[src/rtl/dma_pio_pkg.sv]
package dma_pio_pkg;
   localparam int NCH  = 8;
   localparam int CH_W = 3;

   localparam logic [3:0] FN_IO   = 4'h0;
   localparam logic [3:0] FN_MEMW = 4'h2;
   localparam logic [3:0] FN_MEMR = 4'h3;
   localparam logic [3:0] FN_CNTW = 4'h4;
   localparam logic [3:0] FN_CNTR = 4'h5;
   localparam logic [3:0] FN_STAT = 4'h6;
   localparam logic [3:0] FN_MODE = 4'h7;
   localparam logic [3:0] FN_ARB  = 4'h8;
   localparam logic [3:0] FN_MSET = 4'h9;
   localparam logic [3:0] FN_MCLR = 4'hA;
   localparam logic [3:0] FN_CRST = 4'hD;
   localparam logic [3:0] FN_IDLE = 4'hF;

   typedef enum logic [2:0] {
      RG_NONE, RG_IO, RG_MEM, RG_CNT, RG_MODE, RG_ARB, RG_STAT
   } rg_e;

   function automatic logic [7:0] pick_byte(input logic [31:0] v, input logic [1:0] p);
      return v[8*p +: 8];
   endfunction
endpackage

[src/rtl/dma_pio_decode.sv]
module dma_pio_decode import dma_pio_pkg::*; #(
   parameter int         IO_NB    = 2,
   parameter int         MEM_NB   = 3,
   parameter int         CNT_NB   = 2,
   parameter logic [7:0] ARB_PROG = 8'h11
) (
   input  logic            clk,
   input  logic            rst_n,
   input  logic            fn_wr_i,
   input  logic            exec_wr_i,
   input  logic            exec_rd_i,
   input  logic [7:0]      wdata_i,
   output rg_e             rg_o,
   output logic [CH_W-1:0] ch_o,
   output logic [1:0]      ptr_o,
   output logic            wr_o,
   output logic            rd_o,
   output logic            acc_rd_o,
   output logic            mset_o,
   output logic            mclr_o,
   output logic            crst_o
);
   logic [3:0]      fn_q;
   logic [CH_W-1:0] ch_q;
   logic [1:0]      ptr_q;
   logic            can_wr, can_rd;
   logic [2:0]      nb;
   logic            in_rng, live;

   always_ff @(posedge clk or negedge rst_n) begin
      if (!rst_n) begin
         fn_q  <= FN_IDLE;
         ch_q  <= '0;
         ptr_q <= '0;
      end else if (fn_wr_i) begin
         fn_q  <= wdata_i[7:4];
         ch_q  <= wdata_i[CH_W-1:0];
         ptr_q <= '0;
      end else if ((exec_wr_i || exec_rd_i) && ptr_q != 2'd3) begin
         ptr_q <= ptr_q + 2'd1;
      end
   end

   always_comb begin
      rg_o   = RG_NONE;
      can_wr = 1'b0;
      can_rd = 1'b0;
      nb     = 3'd0;
      case (fn_q)
         FN_IO:   begin rg_o = RG_IO;   can_wr = 1'b1; can_rd = 1'b1; nb = 3'(IO_NB);  end
         FN_MEMW: begin rg_o = RG_MEM;  can_wr = 1'b1;                nb = 3'(MEM_NB); end
         FN_MEMR: begin rg_o = RG_MEM;                 can_rd = 1'b1; nb = 3'(MEM_NB); end
         FN_CNTW: begin rg_o = RG_CNT;  can_wr = 1'b1;                nb = 3'(CNT_NB); end
         FN_CNTR: begin rg_o = RG_CNT;                 can_rd = 1'b1; nb = 3'(CNT_NB); end
         FN_STAT: begin rg_o = RG_STAT;                can_rd = 1'b1; nb = 3'd2;       end
         FN_MODE: begin rg_o = RG_MODE; can_wr = 1'b1; can_rd = 1'b1; nb = 3'd1;       end
         FN_ARB:  begin
            rg_o   = RG_ARB;
            can_wr = ARB_PROG[ch_q];
            can_rd = ARB_PROG[ch_q];
            nb     = 3'd1;
         end
         default: ;
      endcase
   end

   assign in_rng   = ({1'b0, ptr_q} < nb);
   assign live     = !fn_wr_i;
   assign wr_o     = live && exec_wr_i && can_wr && in_rng;
   assign rd_o     = live && exec_rd_i && can_rd && in_rng;
   assign acc_rd_o = live && exec_rd_i;
   assign mset_o   = fn_wr_i && (wdata_i[7:4] == FN_MSET);
   assign mclr_o   = fn_wr_i && (wdata_i[7:4] == FN_MCLR);
   assign crst_o   = fn_wr_i && (wdata_i[7:4] == FN_CRST);
   assign ch_o     = ch_q;
   assign ptr_o    = ptr_q;
endmodule

[src/rtl/dma_pio_chregs.sv]
module dma_pio_chregs import dma_pio_pkg::*; #(
   parameter int         IO_AW    = 16,
   parameter int         MEM_AW   = 24,
   parameter int         CNT_W    = 16,
   parameter logic [7:0] ARB_PROG = 8'h11
) (
   input  logic                  clk,
   input  logic                  rst_n,
   input  logic                  wr_i,
   input  rg_e                   rg_i,
   input  logic [CH_W-1:0]       ch_i,
   input  logic [1:0]            ptr_i,
   input  logic [7:0]            wdata_i,
   output logic [7:0]            rbyte_o,
   output logic [NCH*IO_AW-1:0]  io_o,
   output logic [NCH*MEM_AW-1:0] mem_o,
   output logic [NCH*CNT_W-1:0]  cnt_o,
   output logic [NCH*8-1:0]      mode_o,
   output logic [NCH*4-1:0]      arb_o
);
   localparam int IO_NB  = IO_AW / 8;
   localparam int MEM_NB = MEM_AW / 8;
   localparam int CNT_NB = CNT_W / 8;

   logic [7:0] rb [NCH];

   for (genvar c = 0; c < NCH; c++) begin : g_ch
      logic [IO_AW-1:0]  io_q;
      logic [MEM_AW-1:0] mem_q;
      logic [CNT_W-1:0]  cnt_q;
      logic [7:0]        mode_q;
      logic [7:0]        arb_q;
      logic [7:0]        rb_c;
      logic              sel;

      assign sel = wr_i && (ch_i == CH_W'(c));

      always_ff @(posedge clk or negedge rst_n) begin
         if (!rst_n) begin
            io_q   <= '0;
            mem_q  <= '0;
            cnt_q  <= '0;
            mode_q <= '0;
         end else if (sel) begin
            for (int b = 0; b < IO_NB; b++)
               if (rg_i == RG_IO && ptr_i == 2'(b)) io_q[8*b +: 8] <= wdata_i;
            for (int b = 0; b < MEM_NB; b++)
               if (rg_i == RG_MEM && ptr_i == 2'(b)) mem_q[8*b +: 8] <= wdata_i;
            for (int b = 0; b < CNT_NB; b++)
               if (rg_i == RG_CNT && ptr_i == 2'(b)) cnt_q[8*b +: 8] <= wdata_i;
            if (rg_i == RG_MODE) mode_q <= wdata_i;
         end
      end

      if (ARB_PROG[c]) begin : g_arb_rw
         always_ff @(posedge clk or negedge rst_n) begin
            if (!rst_n)                    arb_q <= 8'(c);
            else if (sel && rg_i == RG_ARB) arb_q <= wdata_i;
         end
      end else begin : g_arb_fix
         assign arb_q = 8'(c);
      end

      always_comb begin
         case (rg_i)
            RG_IO:   rb_c = pick_byte(32'(io_q), ptr_i);
            RG_MEM:  rb_c = pick_byte(32'(mem_q), ptr_i);
            RG_CNT:  rb_c = pick_byte(32'(cnt_q), ptr_i);
            RG_MODE: rb_c = mode_q;
            RG_ARB:  rb_c = arb_q;
            default: rb_c = 8'h00;
         endcase
      end

      assign rb[c] = rb_c;
      assign io_o[c*IO_AW +: IO_AW]    = io_q;
      assign mem_o[c*MEM_AW +: MEM_AW] = mem_q;
      assign cnt_o[c*CNT_W +: CNT_W]   = cnt_q;
      assign mode_o[c*8 +: 8]          = mode_q;
      assign arb_o[c*4 +: 4]           = arb_q[3:0];
   end

   assign rbyte_o = rb[ch_i];
endmodule

[src/rtl/dma_pio_state.sv]
module dma_pio_state import dma_pio_pkg::*; (
   input  logic            clk,
   input  logic            rst_n,
   input  logic            mset_i,
   input  logic            mclr_i,
   input  logic            crst_i,
   input  logic [CH_W-1:0] imm_ch_i,
   input  logic [NCH-1:0]  act_i,
   input  logic [NCH-1:0]  tc_i,
   input  logic            stat_rd_i,
   input  logic [1:0]      ptr_i,
   output logic [NCH-1:0]  mask_o,
   output logic [15:0]     stat_o
);
   logic [NCH-1:0] mask_q, m_set, m_clr;
   logic [15:0]    stat_q, s_set, s_clr;

   always_comb begin
      s_set = '0;
      for (int c = 0; c < NCH; c++) begin
         s_set[(c/4)*8 + (c%4)]     = act_i[c];
         s_set[(c/4)*8 + 4 + (c%4)] = tc_i[c];
      end
      s_clr = !stat_rd_i ? 16'h0000 : (ptr_i == 2'd0 ? 16'h00FF : 16'hFF00);
      m_set = mset_i ? (NCH'(1) << imm_ch_i) : '0;
      m_clr = mclr_i ? (NCH'(1) << imm_ch_i) : '0;
   end

   always_ff @(posedge clk or negedge rst_n) begin
      if (!rst_n) begin
         mask_q <= '1;
         stat_q <= '0;
      end else if (crst_i) begin
         mask_q <= '1;
         stat_q <= '0;
      end else begin
         mask_q <= (mask_q & ~m_clr) | m_set | tc_i;
         stat_q <= (stat_q & ~s_clr) | s_set;
      end
   end

   assign mask_o = mask_q;
   assign stat_o = stat_q;
endmodule

[src/rtl/dma_pio_port.sv]
module dma_pio_port import dma_pio_pkg::*; #(
   parameter int         IO_AW    = 16,
   parameter int         MEM_AW   = 24,
   parameter int         CNT_W    = 16,
   parameter logic [7:0] ARB_PROG = 8'h11
) (
   input  logic                  clk,
   input  logic                  rst_n,
   input  logic                  fn_wr_i,
   input  logic                  exec_wr_i,
   input  logic                  exec_rd_i,
   input  logic [7:0]            wdata_i,
   input  logic [NCH-1:0]        act_i,
   input  logic [NCH-1:0]        tc_i,
   output logic [7:0]            rdata_o,
   output logic [NCH-1:0]        mask_o,
   output logic                  ctl_rst_o,
   output logic [NCH*8-1:0]      mode_o,
   output logic [NCH*IO_AW-1:0]  ioaddr_o,
   output logic [NCH*MEM_AW-1:0] memaddr_o,
   output logic [NCH*CNT_W-1:0]  count_o,
   output logic [NCH*4-1:0]      arb_o
);
   if (IO_AW % 8 != 0 || IO_AW < 8 || IO_AW > 24) begin : g_bad_io
      $error("IO_AW must be 8, 16 or 24");
   end
   if (MEM_AW % 8 != 0 || MEM_AW < 8 || MEM_AW > 24) begin : g_bad_mem
      $error("MEM_AW must be 8, 16 or 24");
   end
   if (CNT_W % 8 != 0 || CNT_W < 8 || CNT_W > 24) begin : g_bad_cnt
      $error("CNT_W must be 8, 16 or 24");
   end

   rg_e             rg;
   logic [CH_W-1:0] ch;
   logic [1:0]      ptr;
   logic            wr, rd, acc_rd, mset, mclr, crst;
   logic [7:0]      ch_byte, rd_byte, rdata_q;
   logic [15:0]     stat;
   logic            crst_q;

   dma_pio_decode #(
      .IO_NB(IO_AW/8), .MEM_NB(MEM_AW/8), .CNT_NB(CNT_W/8), .ARB_PROG(ARB_PROG)
   ) u_dec (
      .clk(clk), .rst_n(rst_n), .fn_wr_i(fn_wr_i), .exec_wr_i(exec_wr_i),
      .exec_rd_i(exec_rd_i), .wdata_i(wdata_i), .rg_o(rg), .ch_o(ch),
      .ptr_o(ptr), .wr_o(wr), .rd_o(rd), .acc_rd_o(acc_rd), .mset_o(mset),
      .mclr_o(mclr), .crst_o(crst)
   );

   dma_pio_chregs #(
      .IO_AW(IO_AW), .MEM_AW(MEM_AW), .CNT_W(CNT_W), .ARB_PROG(ARB_PROG)
   ) u_regs (
      .clk(clk), .rst_n(rst_n), .wr_i(wr), .rg_i(rg), .ch_i(ch), .ptr_i(ptr),
      .wdata_i(wdata_i), .rbyte_o(ch_byte), .io_o(ioaddr_o), .mem_o(memaddr_o),
      .cnt_o(count_o), .mode_o(mode_o), .arb_o(arb_o)
   );

   dma_pio_state u_state (
      .clk(clk), .rst_n(rst_n), .mset_i(mset), .mclr_i(mclr), .crst_i(crst),
      .imm_ch_i(wdata_i[CH_W-1:0]), .act_i(act_i), .tc_i(tc_i),
      .stat_rd_i(rd && rg == RG_STAT), .ptr_i(ptr), .mask_o(mask_o),
      .stat_o(stat)
   );

   assign rd_byte = (rg == RG_STAT) ? (ptr == 2'd0 ? stat[7:0] : stat[15:8]) : ch_byte;

   always_ff @(posedge clk or negedge rst_n) begin
      if (!rst_n) begin
         rdata_q <= '0;
         crst_q  <= 1'b0;
      end else begin
         crst_q <= crst;
         if (acc_rd) rdata_q <= rd ? rd_byte : 8'h00;
      end
   end

   assign rdata_o   = rdata_q;
   assign ctl_rst_o = crst_q;
endmodule

[config.mk]
export PLATFORM = sky130hd
export DESIGN_NAME = dma_pio_port
export DESIGN_NICKNAME = d
export VERILOG_FILES = /design/src/rtl/dma_pio_pkg.sv /design/src/rtl/dma_pio_decode.sv /design/src/rtl/dma_pio_chregs.sv /design/src/rtl/dma_pio_state.sv /design/src/rtl/dma_pio_port.sv
export SDC_FILE = /design/constraint.sdc
export NUM_CORES = 1
export LEC_CHECK = 0
export BUFFER_PORTS_ARGS = -buffer_cell sky130_fd_sc_hd__buf_4
export CAP_MARGIN = 25
export CORE_MARGIN = 2
export CORE_UTILIZATION = 30
export DETAILED_ROUTE_END_ITERATION = 8
export HOLD_SLACK_MARGIN = 0.06
export PLACE_DENSITY_LB_ADDON = 0.3
export SETUP_SLACK_MARGIN = 0.02
export SLEW_MARGIN = 15
export SYNTH_ARGS = -nofsm -noshare
export SYNTH_HDL_FRONTEND = slang
export SYNTH_SLANG_ARGS = --single-unit
[constraint.sdc]
create_clock -name clk -period 4.05 [get_ports clk]
set_input_delay 0.81 -clock clk [delete_from_list [all_inputs] [get_ports clk]]
set_output_delay 0.81 -clock clk [all_outputs]
set_load 0.02 [all_outputs]
==> results.toml <==
[detailed_routing]
drc = 0
drt_iter0_drc = 2123
drtAntennaViolNets = 0
vias = 23000
viasPerCell = 5.716
routed_wl_mm = 132.7
routedWlPerCell_um = 33.00
firstDrtPassIters = 6

[worst_setup_path]
crit_top_cell = "buf_4"
path_max_fanout = 27
startpoint_type = "flop"
r2r_slack_ns = 0.13
crit_arrival_ns = 4.41
worstSetupPathType = "reg -> reg"
critPathRequiredTime_ns = 4.54
cp_slowest_cell = "nand3_1"
path_cells = "buf_4, buf_4, a21oi_2, buf_4, nand3_1, nor2_1, o2111ai_1, o41ai_1, o41ai_1, buf_4, o21ai_0"
crit_path_max_incr_delay_ns = 0.65
crit_path_end_kind = "flop"

[clock_tree]
cts_root_buf = "clkbuf_16"
post-cts-setup-buffers = 0
clock_latency_ns = 0.63
hold_buffers = 0
clk_pin_slew_ns = 0.06
ctsResizeCount = 0
clk_path_buf_depth = 3
cts_made_buffers = 68
cts_tree = "done"
htree_levels = 3
clock_sinks = 570

[global_route]
met2_usage = 0.4610
busiest_layer = "met2"
grt_max_degree = 94
grt_usage = 0.2802
antenna_found_initial = 3
gr-usage-met1 = 0.3497
grt_pass1_vias = 23180
use_met3 = 0.06240
grt_overflow = 0
grt_pass1_wl_mm = 185.4

[power]
p_leak_nw = 17.38
netSwitchingFraction = 0.2960
seq_power_share = 0.416
ir_drop_mv = 0.2704
switching_power_mw = 4.270
power_density_nw_per_um2 = 408.0
pwr-share-comb = 0.164
intPower_mw = 10.15
clkPwrFrac = 0.420

[synth]
synth_area_sq_um = 26960
syn_inst = 2210
ys_warn_count = 0
synth_commonest_cells = "dfrtp_1 (557), mux2_2 (536), clkbuf_1 (137), a21oi_1 (132), nor2_1 (77)"
synth_area_leader_cell = "dfrtp_1"
ys.flop_type = "dfrtp_1"
yosysMostFrequentCell = "dfrtp_1"
synth_area_leaders = "dfrtp_1 (52%), mux2_2 (22%), a21oi_1 (2.5%), clkbuf_1 (1.9%), a221o_1 (1.9%)"
ys_types = 75
synth_edf_count = 0
syn_avg_cell_area_sq_um = 12.20
ys_ff_latch = 570
synth_top_area_frac = 0.5169
ys_async_sr_fraction = 1.000
ys_seq_area_frac = 0.5296

[sta]
worst_pin_slew_ns = 1.046
finClkSkew_ns = 0.03020
hold_viol = 0
maxSlewHeadroom = 0.2962
fin_setup_tns_ns = 0
fmax_mhz = 255.2
hold_slack_ns = 0.2384
fin_crit_ns = 3.918
setup_viol = 0
maxSlewViolCount = 0
period_share = 0.9674
rsz0062_at_grt = "no"

[placed_design]
io_buffers = 565
place_area_sq_um = 33170
dp_hpwl_mm = 98.30
gp_congestion = 0.9331

[floorplan]
start_util = 0.3037
die_h_um = 303.8
num_rows = 109
core_area_sq_um = 88780
fp.dieW_um = 303.8
die_area_sq_um = 92290
ios = 590

[finish]
syn_to_final_growth_pct = 31.12
postLayoutCellArea_sq_um = 35360
drive_above_1_share = 0.4981
nets = 2843
postLayoutCoreUtil = 0.3982

[job]
max-cap-violations = 0

[outcome]
status = "finished, final reports clean"

[hold_path]
worstHoldPathType = "in -> async"
[path summary, 6_finish.rpt]
kind | from | endpoint | cells past startpoint
setup / recovery | u_dec.fn_q[1] | rdata_o[5] | 11
hold / removal | rst_n | u_regs.g_ch[6].mem_q[1] | 1
setup reg to reg | u_dec.fn_q[1] | rdata_o[5] | 11
hold reg to reg | u_regs.g_ch[0].arb_q[7] | u_regs.g_ch[0].arb_q[7] | 1
max in group asynchronous | rst_n | u_regs.g_ch[2].mode_q[1] | 2
min in group clk | act_i[7] | u_state.stat_o[11] | 3
[power by group through the flow]
| stage | Sequential (mW) | Combinational (mW) | Clock (mW) |
|---|---|---|---|
| detailed placement | 6.09 | 2.32 | 0 |
| CTS | 5.99 | 2.33 | 6.13 |
| global placement | 6.09 | 2.31 | 0 |
| finish | 6.00 | 2.37 | 6.06 |
| global route | 6.01 | 2.47 | 6.35 |
| floorplan | 6.14 | 1.05 | 0 |
[cell families (layout without fill, tap and decap cells)]
logic type | after synthesis | after routing | synth area share
flip-flops | 570 | 570 | 0.5296
multiplexers | 562 | 562 | 0.2349
AO/OA/AOI/OAI | 493 | 493 | 0.1285
AND/OR/NAND/NOR | 344 | 344 | 0.06636
buffers and inverters | 233 | 858 | 0.03768
adder cells (fa/ha/maj) | 5 | 5 | 0.002320
other | 2 | 25 | 0.0002785
XOR/XNOR | 1 | 1 | 0.0003249
[worst max-delay path, delay by kind of cell, from the launching register on]
kind                   cells  cell delay, ns
buffers and inverters      4            1.09
DFF                        1            0.61
AOI/OAI and AO/OA          5            1.30
and+or+nand+nor            2            0.76
[per-stage QoR]
step,worst slack [ns],power [mW],cells
finish,0.1322,14.42,4023
global route,0.03598,14.83,4022
CTS,0.1448,14.46,4022
detailed placement,0.1698,8.417,3904
global placement,0.1638,8.394,3904
floorplan,0.8447,7.192,2232
[cells in the final DEF, fill, tap and decap left out, types with 13 or more instances in the layout]
cell type,netlist,routed
a21oi_1,132,132
a221o_1,50,50
a221oi_1,40,40
a22oi_1,20,20
a31oi_1,15,15
buf_12,0,16
buf_4,32,695
clkbuf_1,137,17
clkbuf_16,0,71
clkbuf_8,0,13
conb_1,2,24
dfrtp_1,557,556
dfstp_2,13,13
inv_1,27,26
mux2_2,536,536
mux2i_1,23,23
nand2_1,72,72
nand2b_1,29,29
nand3_1,48,48
nor2_1,77,77
nor2_2,32,32
nor4_1,15,14
o211ai_1,22,22
o21ai_0,62,62
o221ai_1,41,41
o22ai_1,27,27
[cell type report]
type,instances,area (sq um)
fill,8535,53430
sequential,570,14280
multi-input combinational,1429,11780
timing repair buffer,712,5553
clock buffer,101,2019
tap,1165,1458
clock inverter,17,153.9
inverter,28,105.1
antenna,1,2.502
[flip-flops by register name, indices dropped and copies added (netlist names)]
register            count
u_regs.g_ch.mem_q     192
rdata_o                 8
ctl_rst_o               1
u_dec.ch_o              3
u_regs.g_ch.io_q      128
u_state.stat_o         16
u_dec.fn_q              4
u_regs.g_ch.cnt_q     128
u_regs.g_ch.mode_q     64
u_state.mask_o          8
u_regs.g_ch.arb_q      16
u_dec.ptr_o             2
[per-layer routing]
layer,vias to the layer above,share of wire
met1,12060,0.40
met3,252,0.077
li1,9454,-
met5,-,0.000090
met2,1234,0.47
met4,2,0.052
Power figures use the tool's default switching activity.
